--- config.mk ---
export PLATFORM = sky130hd
export DESIGN_NAME = sidefx_field
export DESIGN_NICKNAME = d
export VERILOG_FILES = /design/src/rtl/sfld_pkg.sv /design/src/rtl/sfld_ctrl.sv /design/src/rtl/sfld_dp.sv /design/src/rtl/sidefx_field.sv
export SDC_FILE = /design/constraint.sdc
export NUM_CORES = 1
export LEC_CHECK = 0
export BUFFER_PORTS_ARGS = -buffer_cell sky130_fd_sc_hd__clkbuf_2
export CAP_MARGIN = 25
export CORE_MARGIN = 2
export CORE_UTILIZATION = 40
export CTS_CLUSTER_DIAMETER = 120
export CTS_CLUSTER_SIZE = 40
export DETAILED_ROUTE_END_ITERATION = 10
export PLACE_DENSITY = 0.93
export REMOVE_ABC_BUFFERS = 1
export SLEW_MARGIN = 10
export SYNTH_ARGS = -nofsm -noshare
export SYNTH_HDL_FRONTEND = slang
export SYNTH_SLANG_ARGS = --single-unit
--- constraint.sdc ---
create_clock -name clk -period 1.6 [get_ports clk]
set_input_delay 0.16 -clock clk [delete_from_list [all_inputs] [get_ports clk]]
set_output_delay 0.16 -clock clk [all_outputs]
set_load 0.02 [all_outputs]
--- src/rtl/sfld_pkg.sv ---
package sfld_pkg;

  typedef enum logic [1:0] {
    RD_KEEP,
    RD_CLR,
    RD_SET
  } rdfx_e;

  typedef enum logic [3:0] {
    WM_PLAIN,
    WM_ONE_SET,
    WM_ONE_CLR,
    WM_ONE_TOG,
    WM_ZERO_CLR,
    WM_ZERO_SET,
    WM_ZERO_TOG,
    WM_ANY_CLR,
    WM_ANY_SET
  } wrmode_e;

  typedef enum logic [1:0] {
    HQ_NONE,
    HQ_ENABLE,
    HQ_MASK
  } hwqual_e;

  // one-hot update selection handed from control to datapath
  typedef struct packed {
    logic swLoad;
    logic rdClr;
    logic rdSet;
    logic hwForceClr;
    logic hwForceSet;
    logic hwLoad;
    logic pulseDrop;
  } fieldCtl_t;

endpackage

--- src/rtl/sfld_ctrl.sv ---
module sfld_ctrl #(
  parameter sfld_pkg::rdfx_e RD_FX      = sfld_pkg::RD_KEEP,
  parameter bit              PULSE_MODE = 1'b0,
  parameter bit              SW_WE_USE  = 1'b0,
  parameter bit              SW_WE_POL  = 1'b1,
  parameter bit              HW_WE_POL  = 1'b1
) (
  input  logic                  swRd,
  input  logic                  swWr,
  input  logic                  swWe,
  input  logic                  hwWe,
  input  logic                  hwSet,
  input  logic                  hwClr,
  output sfld_pkg::fieldCtl_t   ctl,
  output logic                  swMod,
  output logic                  swAcc
);
  localparam bit READ_HAS_FX = (RD_FX != sfld_pkg::RD_KEEP);

  logic swWrOk;
  logic rdFx;
  logic swAct;
  logic hwWrOk;

  always_comb begin
    swWrOk = swWr & (SW_WE_USE ? (swWe == SW_WE_POL) : 1'b1);
    rdFx   = swRd & READ_HAS_FX;
    swAct  = swWrOk | rdFx;
    hwWrOk = (hwWe == HW_WE_POL);

    // software wins over hardware; a write wins over a read side effect
    ctl.swLoad     = swWrOk;
    ctl.rdClr      = rdFx & ~swWrOk & (RD_FX == sfld_pkg::RD_CLR);
    ctl.rdSet      = rdFx & ~swWrOk & (RD_FX == sfld_pkg::RD_SET);
    ctl.hwForceClr = ~swAct & hwClr;
    ctl.hwForceSet = ~swAct & ~hwClr & hwSet;
    ctl.hwLoad     = ~swAct & ~hwClr & ~hwSet & hwWrOk;
    ctl.pulseDrop  = PULSE_MODE & ~swAct & ~hwClr & ~hwSet & ~hwWrOk;
  end

  assign swMod = swAct;
  assign swAcc = swRd | swWr;

endmodule

--- src/rtl/sfld_dp.sv ---
module sfld_dp #(
  parameter int                WIDTH     = 8,
  parameter logic [WIDTH-1:0]  RESET_VAL = '0,
  parameter sfld_pkg::wrmode_e WR_MODE   = sfld_pkg::WM_PLAIN,
  parameter sfld_pkg::hwqual_e HW_QUAL   = sfld_pkg::HQ_NONE,
  parameter bit                REDUCE_EN = 1'b1
) (
  input  logic                 clk,
  input  logic                 rstN,
  input  sfld_pkg::fieldCtl_t  ctl,
  input  logic [WIDTH-1:0]     swWrData,
  input  logic [WIDTH-1:0]     hwWrData,
  input  logic [WIDTH-1:0]     hwEn,
  input  logic [WIDTH-1:0]     hwMask,
  output logic [WIDTH-1:0]     q,
  output logic                 andR,
  output logic                 orR,
  output logic                 xorR
);
  localparam logic [WIDTH-1:0] ALL_ONES = {WIDTH{1'b1}};

  logic [WIDTH-1:0] swNext;
  logic [WIDTH-1:0] hwUpd;
  logic [WIDTH-1:0] hwNext;
  logic [WIDTH-1:0] dNext;

  always_comb begin
    unique case (WR_MODE)
      sfld_pkg::WM_PLAIN:    swNext = swWrData;
      sfld_pkg::WM_ONE_SET:  swNext = q | swWrData;
      sfld_pkg::WM_ONE_CLR:  swNext = q & ~swWrData;
      sfld_pkg::WM_ONE_TOG:  swNext = q ^ swWrData;
      sfld_pkg::WM_ZERO_CLR: swNext = q & swWrData;
      sfld_pkg::WM_ZERO_SET: swNext = q | ~swWrData;
      sfld_pkg::WM_ZERO_TOG: swNext = q ^ ~swWrData;
      sfld_pkg::WM_ANY_CLR:  swNext = '0;
      default:               swNext = ALL_ONES;
    endcase
  end

  always_comb begin
    unique case (HW_QUAL)
      sfld_pkg::HQ_ENABLE: hwUpd = hwEn;
      sfld_pkg::HQ_MASK:   hwUpd = ~hwMask;
      default:             hwUpd = ALL_ONES;
    endcase
    hwNext = (q & ~hwUpd) | (hwWrData & hwUpd);
  end

  always_comb begin
    dNext = q;
    if (ctl.swLoad)          dNext = swNext;
    else if (ctl.rdClr)      dNext = '0;
    else if (ctl.rdSet)      dNext = ALL_ONES;
    else if (ctl.hwForceClr) dNext = '0;
    else if (ctl.hwForceSet) dNext = ALL_ONES;
    else if (ctl.hwLoad)     dNext = hwNext;
    else if (ctl.pulseDrop)  dNext = '0;
  end

  always_ff @(posedge clk or negedge rstN) begin
    if (!rstN) q <= RESET_VAL;
    else       q <= dNext;
  end

  generate
    if (REDUCE_EN) begin : gReduce
      assign andR = &q;
      assign orR  = |q;
      assign xorR = ^q;
    end else begin : gNoReduce
      assign andR = 1'b0;
      assign orR  = 1'b0;
      assign xorR = 1'b0;
    end
  endgenerate

endmodule

--- src/rtl/sidefx_field.sv ---
module sidefx_field #(
  parameter int                WIDTH      = 8,
  parameter logic [WIDTH-1:0]  RESET_VAL  = '0,
  parameter sfld_pkg::wrmode_e WR_MODE    = sfld_pkg::WM_PLAIN,
  parameter sfld_pkg::rdfx_e   RD_FX      = sfld_pkg::RD_KEEP,
  parameter sfld_pkg::hwqual_e HW_QUAL    = sfld_pkg::HQ_NONE,
  parameter bit                PULSE_MODE = 1'b0,
  parameter bit                SW_WE_USE  = 1'b0,
  parameter bit                SW_WE_POL  = 1'b1,
  parameter bit                HW_WE_POL  = 1'b1,
  parameter bit                REDUCE_EN  = 1'b1
) (
  input  logic             clk,
  input  logic             rstN,
  input  logic             swRd,
  input  logic             swWr,
  input  logic             swWe,
  input  logic [WIDTH-1:0] swWrData,
  input  logic             hwWe,
  input  logic [WIDTH-1:0] hwWrData,
  input  logic             hwSet,
  input  logic             hwClr,
  input  logic [WIDTH-1:0] hwEn,
  input  logic [WIDTH-1:0] hwMask,
  output logic [WIDTH-1:0] fieldVal,
  output logic             swMod,
  output logic             swAcc,
  output logic             andR,
  output logic             orR,
  output logic             xorR
);
  sfld_pkg::fieldCtl_t ctl;

  sfld_ctrl #(
    .RD_FX(RD_FX), .PULSE_MODE(PULSE_MODE), .SW_WE_USE(SW_WE_USE),
    .SW_WE_POL(SW_WE_POL), .HW_WE_POL(HW_WE_POL)
  ) uCtrl (
    .swRd(swRd), .swWr(swWr), .swWe(swWe), .hwWe(hwWe),
    .hwSet(hwSet), .hwClr(hwClr), .ctl(ctl), .swMod(swMod), .swAcc(swAcc)
  );

  sfld_dp #(
    .WIDTH(WIDTH), .RESET_VAL(RESET_VAL), .WR_MODE(WR_MODE),
    .HW_QUAL(HW_QUAL), .REDUCE_EN(REDUCE_EN)
  ) uDp (
    .clk(clk), .rstN(rstN), .ctl(ctl), .swWrData(swWrData),
    .hwWrData(hwWrData), .hwEn(hwEn), .hwMask(hwMask), .q(fieldVal),
    .andR(andR), .orR(orR), .xorR(xorR)
  );

endmodule

**Word-level counts from Yosys, hierarchy flattened**

Index checks and enable logic that the tools add are counted.

- Word-level logic and storage cells: 18
- Input port bits: 40
- Flip-flop bits (word level): 8

- Reduce and logical (&&, ||, !) cells: 4
- Bitwise gates (word level): 9
- Multiplexer cells: 4

Operator list:

| operator | count |
|---|---|
| $mux 8 | 4 |
| $reduce_and 8->1 | 1 |
| $reduce_or 8->1 | 1 |
| $reduce_xor 8->1 | 1 |
| $and 1x1->1 | 5 |
| $reduce_bool 4->1 | 1 |
| $not 1->1 | 3 |
| $or 1x1->1 | 1 |

**Logic depth before layout (Yosys ltp)**

- Word-level depth: 8
- Depth in mapped cells: 4
- Mapped depth without buffers: 4

**Modules after synthesis**

From an unflattened synthesis, not the netlist that was laid out.

- Cells, all modules: 75
- Area total of the unflattened synthesis: 691.9 um^2

By module, submodules not included:

| module | times used | cells each | area each (um^2) | seq. area each (um^2) |
|---|---|---|---|---|
| sfld_dp | 1 | 65 | 615.6 | 200.2 |
| sfld_ctrl | 1 | 10 | 76.3 | 0.0 |

**Worst setup path before layout**

Ideal clock, no wire load.

- Path kind: reg-to-output
- Start point: reg uDp.q[0]
- End point: out xorR
- Data arrival time: 1394 ps
- Required time: 1440 ps
- Cell stages (with the launch flop): 5
- Path buffers: 0
- Slack: 46 ps
- Cell sequence: dfrtp_1 > inv_1 > ha_1 > xor2_1 > xnor2_1

- Word-level cells in the longest chain between the ends: 1

Ends and longest elaborated chain:

| element | RTL line | RTL |
|---|---|---|
| start, declared | sfld_dp.sv:15 | `output logic [WIDTH-1:0] q,` |
| start signal, assigned | sfld_dp.sv:63 | `else q <= dNext;` |
| $reduce_xor 8->1 | sfld_dp.sv:70 | `assign xorR = ^q;` |
| end, declared | sidefx_field.sv:30 | `output logic xorR` |

Every way passes these cells.

**Worst setup path in the final report**

- Start point: reg uDp.q[4]
- End point: out xorR

The elaborated chain is that of the path after synthesis.

==> flow_summary.json <==
{
  "initial_core_util_pct": 42.7,
  "mappedNetlistArea_sq_um": 643,
  "max-cap-violations": 0,
  "slew_viol_final": 0,
  "final_util_pct": 61.1,
  "ys_seq_elements": 8,
  "routedWlPerCell_um": 13.6,
  "crit_arrival_ps": 1460,
  "skew_ps": 0,
  "sw_frac_of_total_pct": 35.8,
  "p_comb_share_pct": 46.0,
  "worst_ep_required_time_ps": 1440,
  "synthCells": 61,
  "antenna_left": 0,
  "cts.sinks": 8,
  "hold_class": "input port to register",
  "p_int_uw": 471,
  "yosysUniqueCellTypes": 17,
  "cts_buffers": 3,
  "seqPwrFrac_pct": 32.1,
  "timing.rr.end": "uDp.q[7]",
  "regMostFlops": "uDp.q",
  "grt_max_degree": 13,
  "area_growth_syn_to_layout_pct": 43.2,
  "cts.htree.levels": 1,
  "vias": 595,
  "reg2reg_depth": 4,
  "status": "complete, but fails checks",
  "cts_tree": "built",
  "drt_pass1_iterations": 3,
  "worstSetupStartpointType": "register",
  "violations": "setup timing",
  "nFillCells": 128,
  "synth_top_area_cell": "dfrtp_1",
  "hold_viol": 0,
  "fmax_mhz": 617,
  "maxSlewHeadroom_pct": 73.1,
  "cts-root-buf": "clkbuf_4",
  "path_max_fanout": 2,
  "final_common_cell": "clkbuf_2",
  "grt_pass1_vias": 607,
  "place_ws_ps": 173,
  "gp_congestion": 0.743,
  "hold_end": "uDp.q[0]",
  "setup_violations": 1,
  "reg2reg_slack_ps": 530,
  "place_area_sq_um": 798,
  "synth_area_leaders": "dfrtp_1, ha_1, o211ai_2",
  "reg2reg_from": "uDp.q[7]",
  "via_per_inst": 4.96,
  "finalCriticalPeriod_ps": 1620,
  "rsz0062_at_grt": "yes",
  "largest_reg_flops": 8,
  "insertion_delay_ps": 260,
  "dpl.hpwl_um": 1170,
  "final_nets": 154,
  "clockBufferDepth": 2,
  "crit_type": "register to output pin",
  "fin_area_sq_um": 921,
  "num_rows": 14,
  "grt-ovfl-total": 0,
  "wl_um": 1630,
  "power.switching_uw": 262,
  "ys_seq_area_share_pct": 31.1,
  "die_w_um": 44.1,
  "syn_avg_cell_area_sq_um": 10.5,
  "p_leak_uw": 0.000537,
  "ios": 53,
  "drc_errors": 0,
  "grt_first_pass_wirelength_um": 2690,
  "final_cell_mix": "clkbuf_2, buf_4",
  "die_height_um": 44.1,
  "port_buffers": 35,
  "clk_pin_slew_ps": 60,
  "grtUsageTotal_pct": 19.8,
  "fin_ws_ps": -20.6,
  "hp-start": "swWrData[0]",
  "synth_top_area_share_pct": 31.1,
  "drive_above_1_share_pct": 55.8,
  "antenna_found_initial": 0,
  "end_kind": "output pin",
  "irDropWorstVdd_uv": 340,
  "tightest_slew_ps": 404,
  "core_area_sq_um": 1510,
  "tns_ps": -20.6,
  "drt_iter0_drc": 4,
  "fin_crit_sh_pct": 101,
  "worstHoldPathCells": 3,
  "p_per_area_nw_per_um2": 796,
  "antenna_cells": 0,
  "die_area_sq_um": 1940,
  "largestRegisters": "uDp.q (8)",
  "power_frac_clock_pct": 21.9,
  "ys_warn_count": 0
}
-- per-stage QoR --
stage / std cells / total power [uW] / hold slack (ps)
finish: 120 / 733 / 114
global route: 120 / 775 / 120
CTS: 119 / 702 / 124
detailed placement: 107 / 511 / 3.38
global placement: 107 / 498 / 1.31
floorplan: 56 / 408 / -136
-- power by group through the flow --
stage	logic (uW)	clock network [uW]	registers (uW)
after CTS	315	153	234
after global placement	253	0	245
after floorplan	140	0	268
after global routing	367	169	238
after detailed placement	264	0	247
final	337	160	236
-- worst max-delay path by stage --
stage / endpoint / start / slack (ps) / cells after the start
6_report: xorR / uDp.q[4] / -20 / 5
3_5_place_dp: xorR / uDp.q[2] / 170 / 5
5_1_grt: xorR / uDp.q[5] / -70 / 5
4_1_cts: xorR / uDp.q[6] / -30 / 5
2_1_floorplan: xorR / uDp.q[0] / 50 / 4
3_3_place_gp: xorR / uDp.q[2] / 220 / 5
-- layout make-up --
| class | count | area, sq um | share of cell area [%] |
|---|---|---|---|
| multi-input cells | 40 | 393 | 42.7 |
| well taps | 16 | 20.0 | 2.17 |
| inverters | 8 | 30.0 | 3.26 |
| clock buffers | 3 | 22.5 | 2.45 |
| repair buffers | 45 | 255 | 27.7 |
| flip-flops and latches | 8 | 200 | 21.7 |
-- worst max-delay path, stage by stage, from the launching register on --
cell and delay [ps]:
dfrtp_1 370, inv_1 60, ha_1 280, xor2_1 170
xnor2_1 160, buf_4 160
-- what timing repair did --
item                                    CTS  global route
endpoints found under the setup margin    1             1
resized for setup                         1             3
hold buffers                              1             0
hold endpoints to repair                  8             0
setup buffers                             8             1
pin swaps                                 2             4
-- routing by layer --
| metal | up-vias | global-route usage (%) | wire (um) |
|---|---|---|---|
| met5 | - | 0 | 0 |
| met4 | 0 | 15.2 | 68 |
| met3 | 7 | 2.86 | 96 |
| met2 | 32 | 33.5 | 789 |
| met1 | 266 | 22.2 | 676 |
| li1 | 290 | - | - |
-- cell families (layout without fill, tap and decap cells) --
logic type | after synthesis | after routing | share of synthesized area, %
buf+inv | 13 | 56 | 10.9
compound gates | 8 | 8 | 15.6
xor+xnor | 3 | 3 | 4.09
flops | 8 | 8 | 31.1
simple gates | 13 | 13 | 10.3
fa+ha+maj | 8 | 8 | 15.6
mux | 8 | 8 | 12.5
-- cell usage after synthesis --
cell type	n
xnor2_1	2
or2_2	1
buf_2	1
and4_1	1
xor2_1	1
dfrtp_1	8
nand2_1	8
or2_1	1
clkbuf_2	1
buf_4	1
mux2i_1	8
nand4_1	1
o211ai_2	8
or3b_1	1
inv_1	8
buf_6	2
ha_1	8
No activity file was read; power rests on OpenSTA's default activity.
